File: src/rtl/ddr2_init_pkg.sv
package ddr2_init_pkg;

  // {ras_n, cas_n, we_n} with the chip select active
  typedef enum logic [2:0] {
    CMD_MODE  = 3'b000,
    CMD_REFR  = 3'b001,
    CMD_PREA  = 3'b010,
    CMD_NOP   = 3'b111
  } cmd_e;

  typedef enum logic [3:0] {
    STP_NOP, STP_PREA_A, STP_MR2, STP_MR3, STP_EMR_DLL, STP_MR_RST,
    STP_PREA_B, STP_REFR_A, STP_REFR_B, STP_MR_RUN, STP_OCD_DEF, STP_OCD_EXIT
  } step_e;

  typedef enum logic [1:0] {GAP_NONE, GAP_SHORT, GAP_LONG} gap_e;

  typedef enum logic [1:0] {FSM_PWRUP, FSM_ISSUE, FSM_GAP, FSM_DONE} fsm_e;

endpackage

File: src/rtl/init_wait_timer.sv
module init_wait_timer #(
  parameter int CNT_W    = 14,
  parameter int INIT_VAL = 10000
) (
  input  logic             clk,
  input  logic             rst_n,
  input  logic             load,
  input  logic [CNT_W-1:0] load_val,
  output logic             expired
);
  logic [CNT_W-1:0] cnt_q, cnt_d;
  logic             cnt_en;

  always_comb begin
    cnt_en = load || (cnt_q != '0);
    cnt_d  = load ? load_val : cnt_q - 1'b1;
  end

  always_ff @(posedge clk or negedge rst_n) begin
    if (!rst_n)      cnt_q <= CNT_W'(INIT_VAL);
    else if (cnt_en) cnt_q <= cnt_d;
  end

  assign expired = (cnt_q == '0) && !load;

  // The count never jumps upward unless reloaded
  p_count_down_r1: assert property (@(posedge clk) disable iff (!rst_n)
    (!load && cnt_q != '0) |=> (cnt_q < $past(cnt_q)));
endmodule

File: src/rtl/init_step_decode.sv
module init_step_decode
  import ddr2_init_pkg::*;
#(
  parameter int ADDR_W = 14,
  parameter int BANK_W = 3
) (
  input  step_e             step,
  input  logic [ADDR_W-1:0] emrs2_val,
  input  logic [ADDR_W-1:0] emrs3_val,
  input  logic [ADDR_W-1:0] emrs_val,
  input  logic [ADDR_W-1:0] mrs_val,
  output cmd_e              cmd,
  output logic [BANK_W-1:0] bank,
  output logic [ADDR_W-1:0] addr,
  output gap_e              gap_after,
  output logic              last_step
);
  localparam logic [ADDR_W-1:0] ALL_BANKS = ADDR_W'(1) << 10;
  localparam logic [ADDR_W-1:0] DLL_RESET = ADDR_W'(1) << 8;
  localparam logic [ADDR_W-1:0] OCD_FIELD = ADDR_W'(7) << 7;
  localparam logic [ADDR_W-1:0] DLL_OFF   = ADDR_W'(1);

  logic [ADDR_W-1:0] ext_base;
  assign ext_base = emrs_val & ~(OCD_FIELD | DLL_OFF);

  always_comb begin
    cmd       = CMD_MODE;
    bank      = '0;
    addr      = '0;
    gap_after = GAP_NONE;
    last_step = 1'b0;
    unique case (step)
      STP_NOP:      begin cmd = CMD_NOP; gap_after = GAP_SHORT; end
      STP_PREA_A,
      STP_PREA_B:   begin cmd = CMD_PREA; addr = ALL_BANKS; end
      STP_MR2:      begin bank = BANK_W'(2); addr = emrs2_val; end
      STP_MR3:      begin bank = BANK_W'(3); addr = emrs3_val; end
      STP_EMR_DLL:  begin bank = BANK_W'(1); addr = ext_base; end
      STP_MR_RST:   addr = mrs_val | DLL_RESET;
      STP_REFR_A,
      STP_REFR_B:   cmd = CMD_REFR;
      STP_MR_RUN:   begin addr = mrs_val & ~DLL_RESET; gap_after = GAP_LONG; end
      STP_OCD_DEF:  begin bank = BANK_W'(1); addr = ext_base | OCD_FIELD; end
      STP_OCD_EXIT: begin bank = BANK_W'(1); addr = ext_base; last_step = 1'b1; end
      default:      cmd = CMD_NOP;
    endcase
  end
endmodule

File: src/rtl/ddr2_init_seq.sv
module ddr2_init_seq
  import ddr2_init_pkg::*;
#(
  parameter int CLK_PS       = 20000,
  parameter int PWRUP_NS     = 200000,
  parameter int NOP_WAIT_NS  = 400,
  parameter int MRS_WAIT_CYC = 200,
  parameter int ADDR_W       = 14,
  parameter int BANK_W       = 3
) (
  input  logic              clk,
  input  logic              rst_n,
  input  logic              phy_locked,
  input  logic              two_dev,
  input  logic [ADDR_W-1:0] emrs2_val,
  input  logic [ADDR_W-1:0] emrs3_val,
  input  logic [ADDR_W-1:0] emrs_val,
  input  logic [ADDR_W-1:0] mrs_val,
  input  logic              cmd_ready,
  output logic              cmd_valid,
  output logic [1:0]        cmd_cs_n,
  output logic              cmd_ras_n,
  output logic              cmd_cas_n,
  output logic              cmd_we_n,
  output logic [BANK_W-1:0] cmd_bank,
  output logic [ADDR_W-1:0] cmd_addr,
  output logic [1:0]        cke,
  output logic              init_done,
  output logic              aref_en
);
  localparam int PWR_CYC  = (PWRUP_NS * 1000 + CLK_PS - 1) / CLK_PS;
  localparam int NOP_CYC  = (NOP_WAIT_NS * 1000 + CLK_PS - 1) / CLK_PS;
  localparam int WAIT_MAX = (PWR_CYC > MRS_WAIT_CYC) ?
                            ((PWR_CYC > NOP_CYC) ? PWR_CYC : NOP_CYC) :
                            ((MRS_WAIT_CYC > NOP_CYC) ? MRS_WAIT_CYC : NOP_CYC);
  localparam int CNT_W    = $clog2(WAIT_MAX + 1);

  // reset: asynchronous assertion, synchronous release
  logic [1:0] rst_sync_q;
  logic       rst_s;
  always_ff @(posedge clk or negedge rst_n) begin
    if (!rst_n) rst_sync_q <= 2'b00;
    else        rst_sync_q <= {rst_sync_q[0], 1'b1};
  end
  assign rst_s = rst_sync_q[1];

  fsm_e              state_q, state_d;
  step_e             step_q, step_d;
  logic              dev_q, dev_d;
  logic [1:0]        cke_q, cke_d;
  logic              done_q, done_d;
  logic              aref_q;
  logic              tmr_load, tmr_expired;
  logic [CNT_W-1:0]  tmr_val;
  cmd_e              dec_cmd;
  gap_e              dec_gap;
  logic              dec_last;
  logic              accept;

  init_step_decode #(.ADDR_W(ADDR_W), .BANK_W(BANK_W)) u_decode (
    .step      (step_q),
    .emrs2_val (emrs2_val),
    .emrs3_val (emrs3_val),
    .emrs_val  (emrs_val),
    .mrs_val   (mrs_val),
    .cmd       (dec_cmd),
    .bank      (cmd_bank),
    .addr      (cmd_addr),
    .gap_after (dec_gap),
    .last_step (dec_last)
  );

  init_wait_timer #(.CNT_W(CNT_W), .INIT_VAL(PWR_CYC)) u_timer (
    .clk      (clk),
    .rst_n    (rst_s),
    .load     (tmr_load),
    .load_val (tmr_val),
    .expired  (tmr_expired)
  );

  assign cmd_valid = (state_q == FSM_ISSUE);
  assign accept    = cmd_valid && cmd_ready;

  always_comb begin
    state_d  = state_q;
    step_d   = step_q;
    dev_d    = dev_q;
    cke_d    = cke_q;
    done_d   = done_q;
    tmr_load = 1'b0;
    tmr_val  = '0;
    unique case (state_q)
      FSM_PWRUP: if (tmr_expired && phy_locked) state_d = FSM_ISSUE;
      FSM_ISSUE: if (cmd_ready) begin
        if (step_q == STP_NOP) cke_d[dev_q] = 1'b1;
        if (dec_last) begin
          step_d = STP_NOP;
          if (two_dev && !dev_q) dev_d = 1'b1;
          else begin
            state_d = FSM_DONE;
            done_d  = 1'b1;
          end
        end else begin
          step_d = step_e'(4'(step_q + 4'd1));
        end
        if (dec_gap == GAP_SHORT) begin
          tmr_load = 1'b1;
          tmr_val  = CNT_W'(NOP_CYC);
          state_d  = FSM_GAP;
        end else if (dec_gap == GAP_LONG) begin
          tmr_load = 1'b1;
          tmr_val  = CNT_W'(MRS_WAIT_CYC);
          state_d  = FSM_GAP;
        end
      end
      FSM_GAP:   if (tmr_expired) state_d = FSM_ISSUE;
      default:   state_d = FSM_DONE;
    endcase
  end

  always_ff @(posedge clk or negedge rst_s) begin
    if (!rst_s) begin
      state_q <= FSM_PWRUP;
      step_q  <= STP_NOP;
      dev_q   <= 1'b0;
      cke_q   <= 2'b00;
      done_q  <= 1'b0;
      aref_q  <= 1'b0;
    end else begin
      state_q <= state_d;
      step_q  <= step_d;
      dev_q   <= dev_d;
      cke_q   <= cke_d;
      done_q  <= done_d;
      aref_q  <= done_q;
    end
  end

  assign cmd_cs_n  = cmd_valid ? ~(2'b01 << dev_q) : 2'b11;
  assign {cmd_ras_n, cmd_cas_n, cmd_we_n} = cmd_valid ? dec_cmd : CMD_NOP;
  assign cke       = cke_q;
  assign init_done = done_q;
  assign aref_en   = aref_q;

  p_silent_pwrup_r1: assert property (@(posedge clk) disable iff (!rst_s)
    (state_q == FSM_PWRUP) |-> (!cmd_valid && cke == 2'b00));
  p_lock_gate_r2: assert property (@(posedge clk) disable iff (!rst_s)
    ($rose(cmd_valid) && cke == 2'b00) |-> $past(phy_locked));
  p_cke_before_cmd_r3: assert property (@(posedge clk) disable iff (!rst_s)
    (cmd_valid && dec_cmd != CMD_NOP) |-> cke[dev_q]);
  p_aref_after_done_r8: assert property (@(posedge clk) disable iff (!rst_s)
    aref_en |-> init_done);
  p_done_sticky_r9: assert property (@(posedge clk) disable iff (!rst_s)
    init_done |=> init_done);
  p_hold_offer_r10: assert property (@(posedge clk) disable iff (!rst_s)
    (cmd_valid && !cmd_ready) |=> (cmd_valid && $stable(cmd_addr) &&
      $stable(cmd_bank) && $stable(cmd_cs_n)));
endmodule

File: config.mk
export PLATFORM = sky130hd
export DESIGN_NAME = ddr2_init_seq
export DESIGN_NICKNAME = d
export VERILOG_FILES = /design/src/rtl/ddr2_init_pkg.sv /design/src/rtl/init_wait_timer.sv /design/src/rtl/init_step_decode.sv /design/src/rtl/ddr2_init_seq.sv
export SDC_FILE = /design/constraint.sdc
export NUM_CORES = 1
export LEC_CHECK = 0
export BUFFER_PORTS_ARGS = -buffer_cell sky130_fd_sc_hd__buf_2
export CORE_UTILIZATION = 52
export CTS_BUF_LIST = sky130_fd_sc_hd__clkbuf_8
export CTS_CLUSTER_SIZE = 12
export DETAILED_ROUTE_END_ITERATION = 6
export PLACE_DENSITY = 0.9
export SLEW_MARGIN = 0
export SYNTH_ARGS = -nofsm -noshare
export SYNTH_HDL_FRONTEND = slang
export SYNTH_SLANG_ARGS = --single-unit
File: constraint.sdc
create_clock -name clk -period 5.1 [get_ports clk]
set_input_delay 0.765 -clock clk [delete_from_list [all_inputs] [get_ports clk]]
set_output_delay 0.765 -clock clk [all_outputs]
set_load 0.02 [all_outputs]
==> run_results.csv <==
group,metric,value,unit
setup_path,critPathMaxFanout,11,
global_routing,grt_max_degree,26,
synthesis,synth_flop_cell,"dfrtp_1",
pwr,p_per_area,167,nW/um2
setup_path,cpPeakStageDelay,0.74,ns
setup_path,crit_chain,"inv_1 > ha_1 > o21ai_0 > o2bb2ai_1 > a22oi_1 > nand2_1 > buf_2",
detailed_routing,drt_first_iter_violations,159,
clocking,path_clk_slew,0.09,ns
setup_path,end_kind,"output pin",
synthesis,ys_seq_elements,27,
sta,hold_viol,0,
pwr,p_comb_frac,0.113,
sta,period_share,0.615,
sta,tightest_slew,0.969,ns
clocking,htreeDepth,1,
detailed_routing,via_per_inst,5.80,
clocking,cts_setup_buffers,0,
synthesis,netlist_instances,223,
clocking,cts_sinks,27,
final_layout,layout_commonest_cell,"buf_2",
pwr,power_frac_seq,0.561,
pwr,ir_drop,0.000243,V
setup_path,cp.required,4.34,ns
setup_path,slowest_stage,"o2bb2ai_1",
worst_hold_path,hold_path.class,"in2async",
sta,setup_viol,0,
flow_run,drv_cap,0,
sta,max_freq,319,MHz
global_routing,grt_overflow,0,
global_routing,grtUsageTotal,0.263,
floorplan,num_rows,21,
setup_path,path_class,"reg2out",
sta,rsz0062_at_grt,"no",
detailed_routing,dr.pass1.iters,6,
floorplan,core,3420,um2
place,gp_congestion,0.889,
detailed_routing,routed_wl,4740,um
global_routing,grt_pass1_vias,1835,
synthesis,yosys_warnings,0,
clocking,cts_buffer_depth,2,
synthesis,synth_fp_nets,292,
detailed_routing,avgRoutedWirePerCell,13.9,um
status,status,"finished clean",
clocking,ctsRootBufferMaster,"clkbuf_8",
floorplan,start_util,0.553,
synthesis,synth-seq-area-share,0.361,
detailed_routing,ant_nets,0,
final_layout,design_area,2340,um2
pwr,p_leak,1.05,nW
setup_path,critPathArrivalTime,2.37,ns
synthesis,ys_types,52,
place,io_buffer_count,81,
sta,fin_worst_skew,0.00393,ns
synthesis,synth_edf_count,0,
place,placed_cell_area,2290,um2
synthesis,syn_area,1890,um2
final_layout,area_growth,23.7,%
sta,drv_slew,0,
pwr,p_switching,0.0938,mW
pwr,finalPower,0.390,mW
pwr,intPower,0.296,mW
clocking,cts_buffers,3,
pwr,power_switching_share,0.241,
final_layout,drive_above_1_share,0.349,
floorplan,die-area,3880,um2
final_layout,antennaDiodeCount,0,
clocking,post_cts_resized,0,
floorplan,ios,88,
synthesis,avgSynthCellArea,8.48,um2
sta,tns,0,ns
clocking,cts_tree,"done",
clocking,clk_latency,0.28,ns
detailed_routing,drc,0,
global_routing,grt_pass1_wl,8310,um
final_layout,fin_nets,365,
final_layout,final_cell_mix,"buf_2, nand2_1, dfrtp_1",
setup_path,critPathLaunchType,"register",
sta,min_period,3.14,ns
floorplan,chipWidth,62.3,um
floorplan,die_h,62.3,um
detailed_routing,vias,1978,
synthesis,async_reset_ff_frac,1.00,
pwr,clockPowerShare,0.326,
clocking,hold_buffers,0,
place,dpl.hpwl,3560,um
global_routing,antenna_found_initial,0,
sta,maxSlewHeadroom,0.354,
## routing by layer
metal	vias up	global-route usage	routed length, um
li1	961	-	-
met1	920	0.355	2060
met2	88	0.438	2350
met3	9	0.0441	287
met4	0	0.0698	48
met5	-	0	0
## Yosys cell counts, types with 4 or more instances
cell       n  area share
a21oi_1   17       0.045
a222oi_1  10       0.053
and2_1     6       0.020
buf_2      4       0.011
clkbuf_1   6       0.012
dfrtp_1   22        0.29
dfstp_2    5       0.069
ha_1       8       0.053
inv_1     10       0.020
nand2_1   36       0.071
nand3_1    5       0.013
nor2_1    12       0.024
nor2b_1    5       0.017
o21ai_0   15       0.040
o31ai_1    5       0.020
or2_2      5       0.017
## power by group through the flow
stage	logic, mW	clock network (mW)	registers, mW
after detailed placement	0.0436	0	0.223
after global routing	0.0476	0.140	0.220
final	0.0440	0.127	0.219
after CTS	0.0438	0.131	0.219
after global placement	0.0428	0	0.223
after floorplan	0.0170	0	0.222
## through the flow
step	util	instances	setup WS, ns	hold slack (ns)
after floorplan	-	223	2.73	0.317
after global placement	0.670	337	2.33	0.340
after detailed placement	0.670	337	2.32	0.337
after CTS	0.685	341	1.99	0.237
after global routing	0.685	341	1.73	0.229
final	0.685	341	1.96	0.246
## final timing paths
kind | depth (start not counted) | to | slack [ns] | startpoint
worst max-delay path | 7 | cmd_addr[10] | 1.96 | step_q[0]
worst min-delay path | 1 | rst_sync_q[1] | 0.25 | rst_n
worst max register to register | 7 | u_timer.cnt_q[8] | 2.79 | step_q[2]
worst min register to register | 0 | rst_sync_q[1] | 0.37 | rst_sync_q[0]
max in group asynchronous | 0 | u_timer.cnt_q[1] | 4.10 | rst_sync_q[1]
min in group clk | 0 | rst_sync_q[1] | 0.37 | rst_sync_q[0]
## critical path, delay by kind of cell (launching register included)
family | cells | cell delay, ns
flops | 1 | 0.42
fa+ha+maj | 1 | 0.29
compound gates | 3 | 0.99
buf+inv | 2 | 0.28
simple gates | 1 | 0.11
## flip-flops by register name (all words and copies together), names as in the netlist
name           flops
aref_en            1
cke                2
dev_q              1
init_done          1
rst_sync_q         2
state_q            2
step_q             4
u_timer.cnt_q     14
## layout make-up
type | instances | area, um2
Clock inverter | 1 | 8.76
Clock buffer | 3 | 41.3
Fill cell | 291 | 1080
Multi-Input combinational cell | 173 | 1110
Timing Repair Buffer | 81 | 405
Inverter | 10 | 37.5
Sequential cell | 27 | 682
Tap cell | 46 | 57.6
## cells by family after synthesis
logic type	share of synthesized area
mux	0.0106
other cells	0.00397
xor+xnor	0.00927
fa+ha+maj	0.0529
buf+inv	0.0543
flops	0.361
simple gates	0.254
compound gates	0.254
No activity file was read; power rests on OpenSTA's default activity.
